**src/rtl/dma_hs_pkg.sv**
```systemverilog
package dma_hs_pkg;
   typedef enum logic {
      DIR_TO_DEV  = 1'b0,
      DIR_TO_HOST = 1'b1
   } dma_dir_e;

   localparam int STRB_RD  = 0;
   localparam int STRB_WR  = 1;
   localparam int STRB_NUM = 2;
endpackage

```
**src/rtl/dma_strobe_det.sv**
```systemverilog
module dma_strobe_det #(
   parameter int NUM = 2
) (
   input  logic           clk,
   input  logic           rst_n,
   input  logic [NUM-1:0] strb_n,
   output logic [NUM-1:0] rise
);
   initial begin
      if (NUM < 1) $error("dma_strobe_det: NUM must be at least 1");
   end

   for (genvar g = 0; g < NUM; g++) begin : g_strb
      logic prev_n;
      always_ff @(posedge clk or negedge rst_n) begin
         if (!rst_n) prev_n <= 1'b1;
         else        prev_n <= strb_n[g];
      end
      assign rise[g] = strb_n[g] & ~prev_n;

      assert_rise_after_low_R4: assert property (@(posedge clk) disable iff (!rst_n)
         rise[g] |-> $past(strb_n[g]) == 1'b0);
   end
endmodule

```
**src/rtl/dma_word_cnt.sv**
```systemverilog
module dma_word_cnt #(
   parameter int LEN_W = 16
) (
   input  logic             clk,
   input  logic             rst_n,
   input  logic             load,
   input  logic [LEN_W-1:0] load_val,
   input  logic             dec,
   output logic             is_zero,
   output logic             is_last
);
   initial begin
      if (LEN_W < 1) $error("dma_word_cnt: LEN_W must be at least 1");
   end

   localparam logic [LEN_W-1:0] ONE = LEN_W'(1);

   logic [LEN_W-1:0] remain;

   always_ff @(posedge clk or negedge rst_n) begin
      if (!rst_n)                        remain <= '0;
      else if (load)                     remain <= load_val;
      else if (dec && remain != '0)      remain <= remain - ONE;
   end

   assign is_zero = (remain == '0);
   assign is_last = (remain == ONE);

   assert_count_step_R6: assert property (@(posedge clk) disable iff (!rst_n)
      (dec && !load && !is_zero) |=> remain == $past(remain) - ONE);
   assert_count_hold_R10: assert property (@(posedge clk) disable iff (!rst_n)
      (!dec && !load) |=> $stable(remain));
endmodule

```
**src/rtl/dma_req_ctrl.sv**
```systemverilog
module dma_req_ctrl (
   input  logic clk,
   input  logic rst_n,
   input  logic active,
   input  logic cnt_zero,
   input  logic cnt_last,
   input  logic fifo_ok,
   input  logic ack_on,
   input  logic word_done,
   output logic req
);
   logic req_clr;
   logic req_set;

   assign req_clr = req & ack_on & ((word_done & cnt_last) | ~fifo_ok);
   assign req_set = ~req & active & ~cnt_zero & fifo_ok & ~word_done;

   always_ff @(posedge clk or negedge rst_n) begin
      if (!rst_n)       req <= 1'b0;
      else if (req_clr) req <= 1'b0;
      else if (req_set) req <= 1'b1;
   end

   assert_hold_until_ack_R3: assert property (@(posedge clk) disable iff (!rst_n)
      (req && !ack_on) |=> req);
   assert_no_req_without_words_R6: assert property (@(posedge clk) disable iff (!rst_n)
      req |-> !cnt_zero);
   assert_reraise_R7: assert property (@(posedge clk) disable iff (!rst_n)
      (!req && active && !cnt_zero && fifo_ok && !word_done) |=> req);
endmodule

```
**src/rtl/dma_hs_engine.sv**
```systemverilog
module dma_hs_engine #(
   parameter int DATA_W = 16,
   parameter int LEN_W  = 16
) (
   input  logic              clk,
   input  logic              rst_n,
   input  logic              cmd_start,
   input  logic [LEN_W-1:0]  cmd_len,
   input  logic              cmd_to_host,
   input  logic              dev_sel,
   input  logic [1:0]        host_cs_n,
   input  logic              host_dmack_n,
   input  logic              host_rd_n,
   input  logic              host_wr_n,
   input  logic [DATA_W-1:0] host_data_in,
   output logic [DATA_W-1:0] host_data_out,
   output logic              host_data_oe,
   output logic              dmarq_out,
   output logic              dmarq_oe,
   input  logic [DATA_W-1:0] rx_data,
   input  logic              rx_valid,
   output logic              rx_pop,
   output logic [DATA_W-1:0] tx_data,
   input  logic              tx_ready,
   output logic              tx_push,
   output logic              done,
   output logic              proto_err
);
   import dma_hs_pkg::*;

   initial begin
      if (DATA_W != 16) $error("dma_hs_engine: DMA words must be 16 bits");
      if (LEN_W < 1)    $error("dma_hs_engine: LEN_W must be at least 1");
   end

   logic              active;
   dma_dir_e          dir;
   logic [DATA_W-1:0] wr_hold;
   logic [STRB_NUM-1:0] strb_rise;
   logic              ack_on, cs_idle, strobe_ok;
   logic              rd_done, wr_done, word_done;
   logic              fifo_ok, start_ok, finish;
   logic              cnt_zero, cnt_last, req;

   assign ack_on    = ~host_dmack_n;
   assign cs_idle   = &host_cs_n;
   assign strobe_ok = active & ack_on & cs_idle;
   assign fifo_ok   = (dir == DIR_TO_HOST) ? rx_valid : tx_ready;
   assign start_ok  = cmd_start & ~active & (cmd_len != '0);
   assign finish    = active & cnt_zero & ~ack_on;

   dma_strobe_det #(.NUM(STRB_NUM)) u_strb (
      .clk    (clk),
      .rst_n  (rst_n),
      .strb_n ({host_wr_n, host_rd_n}),
      .rise   (strb_rise)
   );

   assign rd_done   = strb_rise[STRB_RD] & strobe_ok & (dir == DIR_TO_HOST) & rx_valid;
   assign wr_done   = strb_rise[STRB_WR] & strobe_ok & (dir == DIR_TO_DEV)  & tx_ready;
   assign word_done = rd_done | wr_done;

   dma_word_cnt #(.LEN_W(LEN_W)) u_cnt (
      .clk      (clk),
      .rst_n    (rst_n),
      .load     (start_ok),
      .load_val (cmd_len),
      .dec      (word_done),
      .is_zero  (cnt_zero),
      .is_last  (cnt_last)
   );

   dma_req_ctrl u_req (
      .clk       (clk),
      .rst_n     (rst_n),
      .active    (active),
      .cnt_zero  (cnt_zero),
      .cnt_last  (cnt_last),
      .fifo_ok   (fifo_ok),
      .ack_on    (ack_on),
      .word_done (word_done),
      .req       (req)
   );

   always_ff @(posedge clk or negedge rst_n) begin
      if (!rst_n) begin
         active    <= 1'b0;
         dir       <= DIR_TO_DEV;
         done      <= 1'b0;
         proto_err <= 1'b0;
      end else begin
         done      <= finish;
         proto_err <= active & ack_on & ~cs_idle;
         if (start_ok) begin
            active <= 1'b1;
            dir    <= dma_dir_e'(cmd_to_host);
         end else if (finish) begin
            active <= 1'b0;
         end
      end
   end

   always_ff @(posedge clk or negedge rst_n) begin
      if (!rst_n)          wr_hold <= '0;
      else if (!host_wr_n) wr_hold <= host_data_in;
   end

   assign host_data_out = rx_data;
   assign host_data_oe  = strobe_ok & (dir == DIR_TO_HOST) & ~host_rd_n;
   assign rx_pop        = rd_done;
   assign tx_push       = wr_done;
   assign tx_data       = wr_hold;
   assign dmarq_oe      = active & dev_sel;
   assign dmarq_out     = req & dmarq_oe;

   assert_single_dir_R4: assert property (@(posedge clk) disable iff (!rst_n)
      !(rx_pop && tx_push));
   assert_err_drops_strobe_R9: assert property (@(posedge clk) disable iff (!rst_n)
      (!cs_idle) |-> !(rx_pop || tx_push));
   assert_done_pulse_R6: assert property (@(posedge clk) disable iff (!rst_n)
      done |=> !done);
   assert_done_releases_R6: assert property (@(posedge clk) disable iff (!rst_n)
      done |-> !dmarq_oe);
   assert_drop_only_on_ack_R3: assert property (@(posedge clk) disable iff (!rst_n)
      ($fell(req) && $past(active)) |-> $past(ack_on));
   assert_busy_start_ignored_R11: assert property (@(posedge clk) disable iff (!rst_n)
      (active && cmd_start && !finish) |=> active && $stable(dir));
endmodule

```
**config.mk**
```make
export PLATFORM = sky130hd
export DESIGN_NAME = dma_hs_engine
export DESIGN_NICKNAME = d
export VERILOG_FILES = /design/src/rtl/dma_hs_pkg.sv /design/src/rtl/dma_strobe_det.sv /design/src/rtl/dma_word_cnt.sv /design/src/rtl/dma_req_ctrl.sv /design/src/rtl/dma_hs_engine.sv
export SDC_FILE = /design/constraint.sdc
export NUM_CORES = 1
export LEC_CHECK = 0
export BUFFER_PORTS_ARGS = -buffer_cell sky130_fd_sc_hd__buf_2
export CAP_MARGIN = 20
export CORE_MARGIN = 1.5
export CORE_UTILIZATION = 42
export CTS_CLUSTER_SIZE = 24
export DETAILED_ROUTE_END_ITERATION = 12
export PLACE_DENSITY = 0.82
export SYNTH_ARGS = -nofsm -noshare
export SYNTH_HDL_FRONTEND = slang
export SYNTH_SLANG_ARGS = --single-unit
```
**constraint.sdc**
```tcl
create_clock -name clk -period 1.88 [get_ports clk]
set_input_delay 0.376 -clock clk [delete_from_list [all_inputs] [get_ports clk]]
set_output_delay 0.376 -clock clk [all_outputs]
set_load 0.05 [all_outputs]
```
==> run metrics <==
sequential power share 0.438; htree depth 2; top_reg_cell synth dfrtp_1; Pwr Total 0.00262 W; Layout Cells excl Fill 360; width of the chip 74.1 µm; nets@finish 355; PwrDens 891 nW/µm²; DP Wirelength ~3900 µm; Slew @ Worst Pin 0.503 ns; detailed-route DRC error count 0; via count 1968; GR Overflow Total 0; Syn Std Cell Area 2120 µm²; CTS tree done; wire length per cell 15.5 µm; max-slew violations 0; Final period util 1.01; nature of the critical path startpoint flip-flop; Worst Path Required 2.06 ns; Async SR Flop Fraction 1.00; Leakage Power approximately 1.3 nW; Gate Count Post-Synth 198; cts hold-fix bufs 0; Reg2Reg Depth 5; initial antenna violation count 0; Tmin final 1.89 ns; placed cells 347; CP arrival roughly 2.1 ns; Post-synth EDFFs 0; first-pass GRT wire length 8450 µm; CTS Sinks 39; HP Class in2async; PortBufs 66; worst vdd rail ir drop 334 µV; switching portion of total power 0.365; later-pin clock latency in the skew report 0.30 ns; Yosys cell types 47; Max-cap violations 0; layout cells sized above 1 0.556; kind of critical path reg2reg; Final Hold Fails 0; element type at the critical path end flip-flop; core box area approximately 4800 µm²; post-synthesis sequential area ratio 0.461; Clk pin slew, worst setup/hold paths 0.08 ns; Power Internal around 0.0017 W; Comb power frac 0.348; most frequent cells in the layout 65 x buf_2, 39 x buf_4, 35 x dfrtp_1; synth warn 0; CP Max Fanout 7; CTS Root Cell clkbuf_8; Final Skew 0.00409 ns; GP Congestion approximately 0.9; largest net degree at the start of global routing 40; vias in the first global route roughly 1800; failing checks negative setup slack; Die Y 74.1 µm; commonest non-fill, non-tap cell in the layout buf_2; Initial Util 0.443; Clk network pwr share 0.213; RSZ-0062 raised after global routing true; FF+latch count, synth 39; Fmax 0.529 GHz; DR iter-0 viols around 120; status finished, violations left; synth-to-layout area growth 38.6%; Mapped Avg Cell Area 10.7 µm²; Num CTS Buffers 5; I/O pins slightly below 100; Cell Rows 25; Mapped Nets 261; DRT antenna net count 0; drt total wl 5570 µm; Slew headroom 0.664; clock tree buffer depth 2; Ant. Diodes 0; final setup vio count 1; die footprint 5480 µm²; First-pass DRT Iterations 4; vias per cell 5.47; net switching power 0.000955 W; Final WS setup -0.00953 ns; All-Layer GR Usage 0.202
## worst paths after layout
kind                                       start                 endpoint  slack [ns]
worst max-delay path            u_cnt.remain[11]          u_cnt.remain[7]       -0.01
worst min-delay path                       rst_n               tx_data[8]        0.13
worst max register to register  u_cnt.remain[11]          u_cnt.remain[7]       -0.01
worst min register to register        tx_data[7]               tx_data[7]        0.50
max in group asynchronous                  rst_n                   active        1.37
min in group clk                       host_rd_n  u_strb.g_strb[0].prev_n        0.20
## critical path: stages, from the launching register on
cell	delay (ns)
dfrtp_1	0.39
or4_4	0.60
nor2b_4	0.18
a21oi_4	0.11
mux2_4	0.30
o221a_1	0.20
## layer usage
metal / wire length [µm] / track usage
met1: 2190 / 0.250
met2: 2840 / 0.346
met3: 372 / 0.0393
met4: 163 / 0.0782
met5: 0 / 0
## power by group through the flow
stage / Clock, W / Combinational, W / Sequential, W
floorplan: 0 / 0.000476 / 0.00124
global placement: 0 / 0.000781 / 0.00113
detailed placement: 0 / 0.000809 / 0.00113
CTS: 0.000574 / 0.000847 / 0.00113
global route: 0.000595 / 0.000982 / 0.00116
finish: 0.000558 / 0.000912 / 0.00115
## cell usage after synthesis, drive strengths merged (5+ instances only)
library cell / n / share of area
nor2: 13 / 0.023
o311ai: 5 / 0.021
nand3: 5 / 0.012
mux2i: 6 / 0.028
buf: 21 / 0.068
nand2: 17 / 0.030
dfrtp: 37 / 0.44
mux2: 18 / 0.096
o21ai: 7 / 0.018
or4: 5 / 0.021
o211ai: 8 / 0.028
inv: 8 / 0.014
## registers in the layout, indices dropped and copies added (netlist names)
signal / cells
active: 1
u_cnt.remain: 16
done: 1
tx_data: 16
u_req.req: 1
proto_err: 1
dir: 1
u_strb.g_strb.prev_n: 2
## kinds of logic (layout without fill, tap and decap cells)
family / Yosys count / in the layout / synth area share
buffers and inverters: 29 / 124 / 0.0820
AO/OA/AOI/OAI: 42 / 42 / 0.159
flip-flops: 39 / 39 / 0.461
AND/OR/NAND/NOR: 61 / 61 / 0.156
multiplexers: 24 / 24 / 0.124
adder cells (fa/ha/maj): 3 / 3 / 0.0177
## final cells by class
class / count / area (µm²)
timing repair buffer: 108 / 668
multi-input combinational: 130 / 1090
inverter: 8 / 30.0
fill: 395 / 1850
tap: 67 / 83.8
clock inverter: 2 / 12.5
clock buffer: 6 / 72.6
sequential: 39 / 981
## metrics by stage
step / setup TNS, ns / cell area [µm²] / util / setup WS [ns] / hold WS [ns]
3_5_place_dp: -2.87 / 2730 / 0.569 / -0.259 / 0.464
5_1_grt: -0.350 / 2940 / 0.614 / -0.0621 / 0.169
6_report: -0.00953 / 2940 / 0.614 / -0.00953 / 0.125
3_3_place_gp: -2.41 / 2730 / 0.569 / -0.229 / 0.457
2_1_floorplan: -0.439 / 2170 / - / -0.139 / 0.0804
4_1_cts: -0.0292 / 2870 / 0.599 / -0.0163 / 0.142
## what timing repair did
action,4_1_cts,5_1_grt
endpoints found under the setup margin,19,16
pin swaps,5,14
resized for setup,7,14
setup buffers,1,4
(Power assumes the default switching activity.)
